## src/rtl/hsar_pkg.sv

```systemverilog
package hsar_pkg;
   typedef enum logic [1:0] {
      PH_IDLE    = 2'd0,
      PH_DECIDE  = 2'd1,
      PH_ADVANCE = 2'd2
   } phase_e;
endpackage

```

## src/rtl/hsar_sequencer.sv

```systemverilog
// Phase control and one-hot pointer to the bit under test.
module hsar_sequencer
   import hsar_pkg::*;
#(
   parameter int RES_W    = 12,
   parameter int COARSE_W = 8
) (
   input  logic             clk,
   input  logic             rst,
   input  logic             start_i,
   input  logic             hybrid_i,
   output logic             load_o,
   output logic [RES_W-1:0] first_o,
   output logic             decide_o,
   output logic             advance_o,
   output logic             last_o,
   output logic [RES_W-1:0] probe_o,
   output logic             busy_o
);
   localparam logic [RES_W-1:0] FULL_FIRST = {1'b1, {(RES_W-1){1'b0}}};
   localparam logic [RES_W-1:0] HYB_FIRST  = FULL_FIRST >> COARSE_W;

   phase_e           phase;
   logic [RES_W-1:0] probe;

   assign load_o    = start_i && (phase == PH_IDLE);
   assign first_o   = hybrid_i ? HYB_FIRST : FULL_FIRST;
   assign decide_o  = (phase == PH_DECIDE);
   assign advance_o = (phase == PH_ADVANCE);
   assign last_o    = decide_o && probe[0];
   assign probe_o   = probe;
   assign busy_o    = (phase != PH_IDLE);

   always_ff @(posedge clk) begin
      if (rst) begin
         phase <= PH_IDLE;
         probe <= '0;
      end else begin
         case (phase)
            PH_IDLE: begin
               if (start_i) begin
                  phase <= PH_DECIDE;
                  probe <= first_o;
               end
            end
            PH_DECIDE:  phase <= probe[0] ? PH_IDLE : PH_ADVANCE;
            PH_ADVANCE: begin
               probe <= probe >> 1;
               phase <= PH_DECIDE;
            end
            default:    phase <= PH_IDLE;
         endcase
      end
   end
endmodule

```

## src/rtl/hsar_code_reg.sv

```systemverilog
// Per-bit code register with coarse preload and the result capture.
module hsar_code_reg #(
   parameter int RES_W    = 12,
   parameter int COARSE_W = 8
) (
   input  logic                clk,
   input  logic                rst,
   input  logic                load_i,
   input  logic                hybrid_i,
   input  logic [COARSE_W-1:0] coarse_i,
   input  logic [RES_W-1:0]    first_i,
   input  logic                decide_i,
   input  logic                advance_i,
   input  logic                last_i,
   input  logic [RES_W-1:0]    probe_i,
   input  logic                cmp_i,
   output logic [RES_W-1:0]    code_o,
   output logic [RES_W-1:0]    result_o,
   output logic                done_o
);
   localparam int LOW_W = RES_W - COARSE_W;

   logic [RES_W-1:0] code_q;
   logic [RES_W-1:0] code_nxt;
   logic [RES_W-1:0] load_val;
   logic [RES_W-1:0] probe_nxt;

   assign probe_nxt = probe_i >> 1;

   for (genvar gi = 0; gi < RES_W; gi++) begin : g_bit
      if (gi >= LOW_W) begin : g_upper
         assign load_val[gi] = hybrid_i ? coarse_i[gi-LOW_W] : first_i[gi];
      end else begin : g_lower
         assign load_val[gi] = first_i[gi];
      end
      assign code_nxt[gi] =
         load_i                                ? load_val[gi] :
         (decide_i && probe_i[gi] && !cmp_i)   ? 1'b0 :
         (advance_i && probe_nxt[gi])          ? 1'b1 :
                                                 code_q[gi];
   end

   always_ff @(posedge clk) begin
      if (rst) begin
         code_q   <= '0;
         result_o <= '0;
         done_o   <= 1'b0;
      end else begin
         code_q <= code_nxt;
         done_o <= last_i;
         if (last_i) result_o <= code_nxt;
      end
   end

   assign code_o = code_q;
endmodule

```

## src/rtl/hybrid_sar_seq.sv

```systemverilog
module hybrid_sar_seq #(
   parameter int RES_W    = 12,
   parameter int COARSE_W = 8
) (
   input  logic                clk,
   input  logic                rst,
   input  logic                start_i,
   input  logic                hybrid_i,
   input  logic [COARSE_W-1:0] coarse_i,
   input  logic                cmp_i,
   output logic [RES_W-1:0]    dac_code_o,
   output logic                hold_o,
   output logic                busy_o,
   output logic                done_o,
   output logic [RES_W-1:0]    result_o
);
   if (RES_W < 2) begin : g_bad_res
      $error("hybrid_sar_seq: RES_W must be at least 2");
   end
   if (COARSE_W < 1 || COARSE_W >= RES_W) begin : g_bad_coarse
      $error("hybrid_sar_seq: COARSE_W must lie in 1..RES_W-1");
   end

   logic             load_s, decide_s, advance_s, last_s, busy_s;
   logic [RES_W-1:0] first_s, probe_s;

   hsar_sequencer #(.RES_W(RES_W), .COARSE_W(COARSE_W)) u_seq (
      .clk       (clk),
      .rst       (rst),
      .start_i   (start_i),
      .hybrid_i  (hybrid_i),
      .load_o    (load_s),
      .first_o   (first_s),
      .decide_o  (decide_s),
      .advance_o (advance_s),
      .last_o    (last_s),
      .probe_o   (probe_s),
      .busy_o    (busy_s)
   );

   hsar_code_reg #(.RES_W(RES_W), .COARSE_W(COARSE_W)) u_code (
      .clk       (clk),
      .rst       (rst),
      .load_i    (load_s),
      .hybrid_i  (hybrid_i),
      .coarse_i  (coarse_i),
      .first_i   (first_s),
      .decide_i  (decide_s),
      .advance_i (advance_s),
      .last_i    (last_s),
      .probe_i   (probe_s),
      .cmp_i     (cmp_i),
      .code_o    (dac_code_o),
      .result_o  (result_o),
      .done_o    (done_o)
   );

   assign busy_o = busy_s;
   assign hold_o = busy_s;
endmodule

```

## config.mk

```make
export PLATFORM = sky130hd
export DESIGN_NAME = hybrid_sar_seq
export DESIGN_NICKNAME = d
export VERILOG_FILES = /design/src/rtl/hsar_pkg.sv /design/src/rtl/hsar_sequencer.sv /design/src/rtl/hsar_code_reg.sv /design/src/rtl/hybrid_sar_seq.sv
export SDC_FILE = /design/constraint.sdc
export NUM_CORES = 1
export LEC_CHECK = 0
export ABC_AREA = 1
export BUFFER_PORTS_ARGS = -buffer_cell sky130_fd_sc_hd__buf_2
export CORE_MARGIN = 4
export CORE_UTILIZATION = 50
export CTS_CLUSTER_DIAMETER = 40
export DETAILED_ROUTE_END_ITERATION = 6
export HOLD_SLACK_MARGIN = 0.08
export PLACE_DENSITY = 0.85
export SLEW_MARGIN = 20
export SYNTH_ARGS = -nofsm -noshare
export SYNTH_HDL_FRONTEND = slang
export SYNTH_SLANG_ARGS = --single-unit
export TNS_END_PERCENT = 1
```

## constraint.sdc

```tcl
create_clock -name clk -period 2.6 [get_ports clk]
set_clock_uncertainty 0.15 [all_clocks]
set_input_delay 0.39 -clock clk [delete_from_list [all_inputs] [get_ports clk]]
set_output_delay 0.39 -clock clk [all_outputs]
set_load 0.05 [all_outputs]
```

==> run summary, run 1 <==
RSZ-0062 raised after global routing: no
Hold/Removal Path Class: in -> reg
Post-synthesis cell count: 236
Post-placement cell area: 1880 sq um
Routability cong.: 0.843
Worst path cell trace: nor2_1, inv_1, buf_2
Sequential element share of the synthesized area: 46.1%
GRT Residual Overflow: 0
First-pass GRT wire length: 6.38 mm
Clk pin slew, worst setup/hold paths: 0.11 ns
Finished Cell Area: 1950 sq um
Placed wire-length estimate: 2.68 mm
Die ar.: 4390 sq um
Die Ht: 66.2 um
Detail Route Antenna Nets: 0
DR iter-0 viols: 97
Tot Pwr: 1.10 mW
Least-Margin Pin Slew: 0.573 ns
Antenna violations before repair: 0
WP buf/inv: 2
Initial core utilization: 53.8%
#FFs+latches synth: 39
Lkg Pwr: 0.921 nW
Nets: 283
Root Buffer: clkbuf_4
Largest net degree at the start of global routing: 28
Hold Fails Final Rpt: 0
Avg Cell Area, Syn: 7.18 sq um
Crit-path max FO: 14
Post-synth cell types: 19
Worst setup SP type: register
IO Count: 40
Reg power frac: 56.1%
IR drop worst, VDD: 0.259 mV
Yosys warnings: 0
CTS H-Tree Depth: 2
CTS tree: built
Core Area: 3150 sq um
Slowest CP cell: dfxtp_1
Synth-to-Final Area Change: 15.1%
Postcts setup bufs: 0
Layout cells sized above 1: 20.3%
Worst relative slew slack: 61.8%
Clock power share: 32.0%
Worst EP required: 2.06 ns
Post-DR vias/cell: 5.01
Number of CTS-inserted buffers: 5
Hold_buf cts: 0
CP delay by family, top: flip-flops
Switching share of power: 27.4%
Clock sinks: 39
Fillers: 320
Max_cap viols: 0
Synth Cell Area: 1700 sq um
GRT Overall Usage: 18.6%
TNS Setup: 0 ns
Residual DRC: 0
Final Cycle Share: 79.9%
Max frequency: 481 MHz
Logic pwr share: 11.9%
Via count: 1579
Vias in the first global route: 1471
Placement Rows: 20
Combined area of the multi-input logic cells: 702 sq um
Final setup violating endpoints: 0
Pwr Density: 565 nW/um^2
CTS resizes: 0
CP peak stage delay: 0.70 ns
# diodes: 0
Critical path arrival: 1.54 ns
# port buffers: 39
Synth Net Count: 249
Sequential Area: 781 sq um
Switching pwr: 0.301 mW
WS Path Type: reg -> out
Minimum period implied by the final worst setup slack: 2.08 ns
Slew Viols, Final: 0
Internal Power: 0.801 mW
DR WL/cell: 12.1 um
Die width: 66.2 um
Status: completed
Drt pass-1 iters: 4
Bufs on Longest Clock Path: 2
Critical path capture point type: primary output
Most frequent cells in the layout: 46 x nand2_1, 39 x nand3_1, 39 x buf_2, 39 x dfxtp_1, 34 x inv_1
Final WL: 3.82 mm
Skew-Pair Late Insertion Delay: 0.34 ns
Most common cell after layout, fill and taps aside: nand2_1
## worst min-delay path: cells and delay by family
| kind | cells | cell delay (ns) |
|---|---|---|
| simple gates | 1 | 0.08 |
| compound gates | 1 | 0.07 |
| buf+inv | 1 | 0.09 |
## layout make-up
cell class	count	share of cell area, %
tap	44	2.82
timing repair buffer	41	10.8
inverter	36	6.92
multi-input combinational	147	36.0
clock buffer	8	3.53
sequential	39	40.0
## synth_stat cells, drive strengths merged
master	number	area (sq um)
nand2	48	185
dfxtp	39	781
nand3	39	195
inv	36	135
a21oi	24	120
nor2	18	82.6
buf	10	62.6
o21a	10	75.1
o21ai	6	33.8
clkbuf	4	15.0
nor3	2	10.0
## state kept, by name, summed over array words and instances, names as in the netlist
| register | count |
|---|---|
| u_seq.phase | 2 |
| u_seq.probe_o | 12 |
| u_code.result_o | 12 |
| u_code.code_o | 12 |
| u_code.done_o | 1 |
## cells by family after synthesis
family / synth area share [%]
AOI/OAI and AO/OA: 13.5
buffers and inverters: 12.5
DFF: 46.1
and+or+nand+nor: 27.9
## stage by stage
step                cells  hold WS, ns  worst slack [ns]  utilization (%)
floorplan             236        0.273             0.989                -
global placement      307        0.292             0.922             59.7
detailed placement    307        0.292             0.861             59.7
CTS                   315        0.174             0.538             61.9
global route          315        0.175             0.434             61.9
finish                315        0.178             0.522             61.9
## power groups by stage
stage | combinational [mW] | clock (mW) | sequential (mW)
5_1_grt | 0.142 | 0.382 | 0.620
2_1_floorplan | 0.0799 | 0 | 0.653
3_5_place_dp | 0.131 | 0 | 0.632
3_3_place_gp | 0.130 | 0 | 0.631
6_report | 0.131 | 0.353 | 0.618
4_1_cts | 0.132 | 0.359 | 0.618
## metal layers
layer  track usage (%)  routed length [um]
met1              22.7                1750
met4              5.33                  55
met5                 0                   0
met3              4.25                 249
met2              32.2                1770
## final timing paths
check,from,endpoint,slack (ns),depth (start not counted)
worst max-delay path,u_seq.phase[1],hold_o,0.52,3
worst min-delay path,coarse_i[2],u_code.code_o[6],0.18,3
worst max register to register,u_seq.phase[1],u_code.result_o[5],0.84,6
worst min register to register,u_seq.probe_o[0],u_seq.phase[1],0.31,1
Note: power is estimated with default switching activity, not from simulation.
==> inputs of run 2 (changes only) <==
Clock period 2.6 ns to 2 ns, I/O delays scaled along.
==> run summary, run 2 (synthesis gave the netlist of run 1 again) <==
Slowest CP cell: nor2_1 (was dfxtp_1)
Minimum period implied by the final worst setup slack: 1.85 ns
Most frequent cells in the layout: 46 x nand2_1, 39 x nand3_1, 39 x buf_2 (was 46 x nand2_1, 39 x nand3_1, 39 x buf_2, 39 x dfxtp_1, 34 x inv_1)
Via count: 1569 (was 1579)
Least-Margin Pin Slew: 0.700 ns (was 0.573 ns)
IR drop worst, VDD: 0.501 mV (was 0.259 mV)
Die ar.: 4390 sq um (unchanged)
Vias in the first global route: 1460 (was 1471)
Detail Route Antenna Nets: 0 (unchanged)
RSZ-0062 raised after global routing: no (unchanged)
CP peak stage delay: 0.56 ns (was 0.70 ns)
Initial core utilization: 53.8% (unchanged)
Placement Rows: 20 (unchanged)
Max_cap viols: 0 (unchanged)
Root Buffer: clkbuf_4 (unchanged)
Final WL: 3.77 mm (was 3.82 mm)
Largest net degree at the start of global routing: 28 (unchanged)
Die Ht: 66.2 um (unchanged)
Number of CTS-inserted buffers: 5 (unchanged)
Final setup violating endpoints: 0 (unchanged)
Synth-to-Final Area Change: 16.4% (was 15.1%)
Post-placement cell area: 1880 sq um (about the same)
Critical path arrival: 1.96 ns (was 1.54 ns)
CTS H-Tree Depth: 2 (unchanged)
Lkg Pwr: 0.930 nW (was 0.921 nW)
Most common cell after layout, fill and taps aside: nand2_1 (unchanged)
Finished Cell Area: 1970 sq um (was 1950 sq um)
Worst path cell trace: inv_2, nor2_1, nand2_1, nand3_1, nand3_1, nand2_1, inv_1 (was nor2_1, inv_1, buf_2)
Die width: 66.2 um (unchanged)
Final core occ: 62.6% (was 61.9%)
First-pass GRT wire length: 6.38 mm (unchanged)
Crit-path max FO: 12 (was 14)
TNS Setup: 0 ns (unchanged)
# port buffers: 39 (unchanged)
Bufs on Longest Clock Path: 2 (unchanged)
GRT Overall Usage: 19.0% (was 18.6%)
Drt pass-1 iters: 4 (unchanged)
Nets: 283 (unchanged)
Core Area: 3150 sq um (unchanged)
Clock sinks: 39 (unchanged)
Postcts setup bufs: 0 (unchanged)
Critical path capture point type: register (was primary output)
Post-DR vias/cell: 4.98 (was 5.01)
WP buf/inv: 2 (unchanged)
Placed wire-length estimate: 2.66 mm (was 2.68 mm)
Skew-Pair Late Insertion Delay: 0.35 ns (was 0.34 ns)
Layout cells sized above 1: 20.7% (was 20.3%)
CTS tree: built (unchanged)
GRT Residual Overflow: 0 (unchanged)
Slew Viols, Final: 0 (unchanged)
Residual DRC: 0 (unchanged)
Final Cycle Share: 92.7%
Hold Fails Final Rpt: 0 (unchanged)
IO Count: 40 (unchanged)
CP delay by family, top: simple AND/OR/NAND/NOR gates (was flip-flops)
Status: completed (unchanged)
WS Path Type: reg -> reg (was reg -> out)
Worst relative slew slack: 53.2% (was 61.8%)
Worst setup SP type: register (unchanged)
Max frequency: 540 MHz
DR WL/cell: 12.0 um (was 12.1 um)
Antenna violations before repair: 0 (unchanged)
Pwr Density: 772 nW/um^2 (was 565 nW/um^2)
Clk pin slew, worst setup/hold paths: 0.11 ns (about the same)
Routability cong.: 0.853 (was 0.843)
Hold/Removal Path Class: in -> reg (unchanged)
# diodes: 0 (unchanged)
Worst EP required: 2.11 ns (was 2.06 ns)
DR iter-0 viols: 113 (was 97)
-- run 2: cell count changes in the layout (fill, tap and decap cells not counted), sizes merged --
cell,change
buf,-1
bufinv,+1
clkbuf,-2
clkinv,+1
dlygate4sd3,+1
-- run 2: what timing repair did --
action	in CTS	in global routing
setup endpoints to repair	0	3
hold buffers	1	0
gates resized for setup	0	1
hold endpoints to repair	1	0
-- run 2: layer usage --
metal | wire length (um) | vias to the layer above | GRT usage, %
met5 | 0 | - | 0
met4 | 40 | 0 | 6.85
met3 | 298 | 6 | 4.59
met2 | 1830 | 50 | 32.3
met1 | 1600 | 694 | 23.0
li1 | - | 819 | -
-- run 2: layout make-up --
cell class                      instances  area, sq um
Tap cell                               44         55.1
Sequential cell                        39          782
Clock inverter                          2         35.0
Clock buffer                            6         51.3
Multi-Input combinational cell        147          702
Inverter                               36          135
Fill cell                             316         1180
Timing Repair Buffer                   41          213
-- run 2: where the power goes --
part | switching [mW] | internal [mW] | total [mW]
combinational | 0.128 | 0.0417 | 0.169
clock | 0.253 | 0.295 | 0.549
sequential | 0.0130 | 0.792 | 0.805
-- run 2: metrics by stage --
| step | std cells | hold slack (ns) | setup slack [ns] | power, mW |
|---|---|---|---|---|
| 3_3_place_gp | 306 | 0.296 | 0.233 | 0.987 |
| 2_1_floorplan | 236 | 0.273 | 0.479 | 0.953 |
| 5_1_grt | 315 | 0.0974 | 0.0112 | 1.59 |
| 3_5_place_dp | 306 | 0.305 | 0.189 | 0.989 |
| 6_report | 315 | 0.0894 | 0.146 | 1.52 |
| 4_1_cts | 315 | 0.0801 | 0.0265 | 1.54 |
-- run 2: final timing paths --
path               startpoint                  to  slack [ns]  cells past startpoint
min reg2reg  u_seq.probe_o[0]      u_seq.phase[1]        0.32                      1
max            u_seq.phase[0]  u_code.result_o[3]        0.15                      7
max reg2reg    u_seq.phase[0]  u_code.result_o[3]        0.15                      7
min               coarse_i[2]    u_code.code_o[6]        0.09                      3
-- run 2: worst min-delay path, stage by stage --
cell     delay [ns]
buf_2          0.10
nand3_1        0.09
a21oi_1        0.07
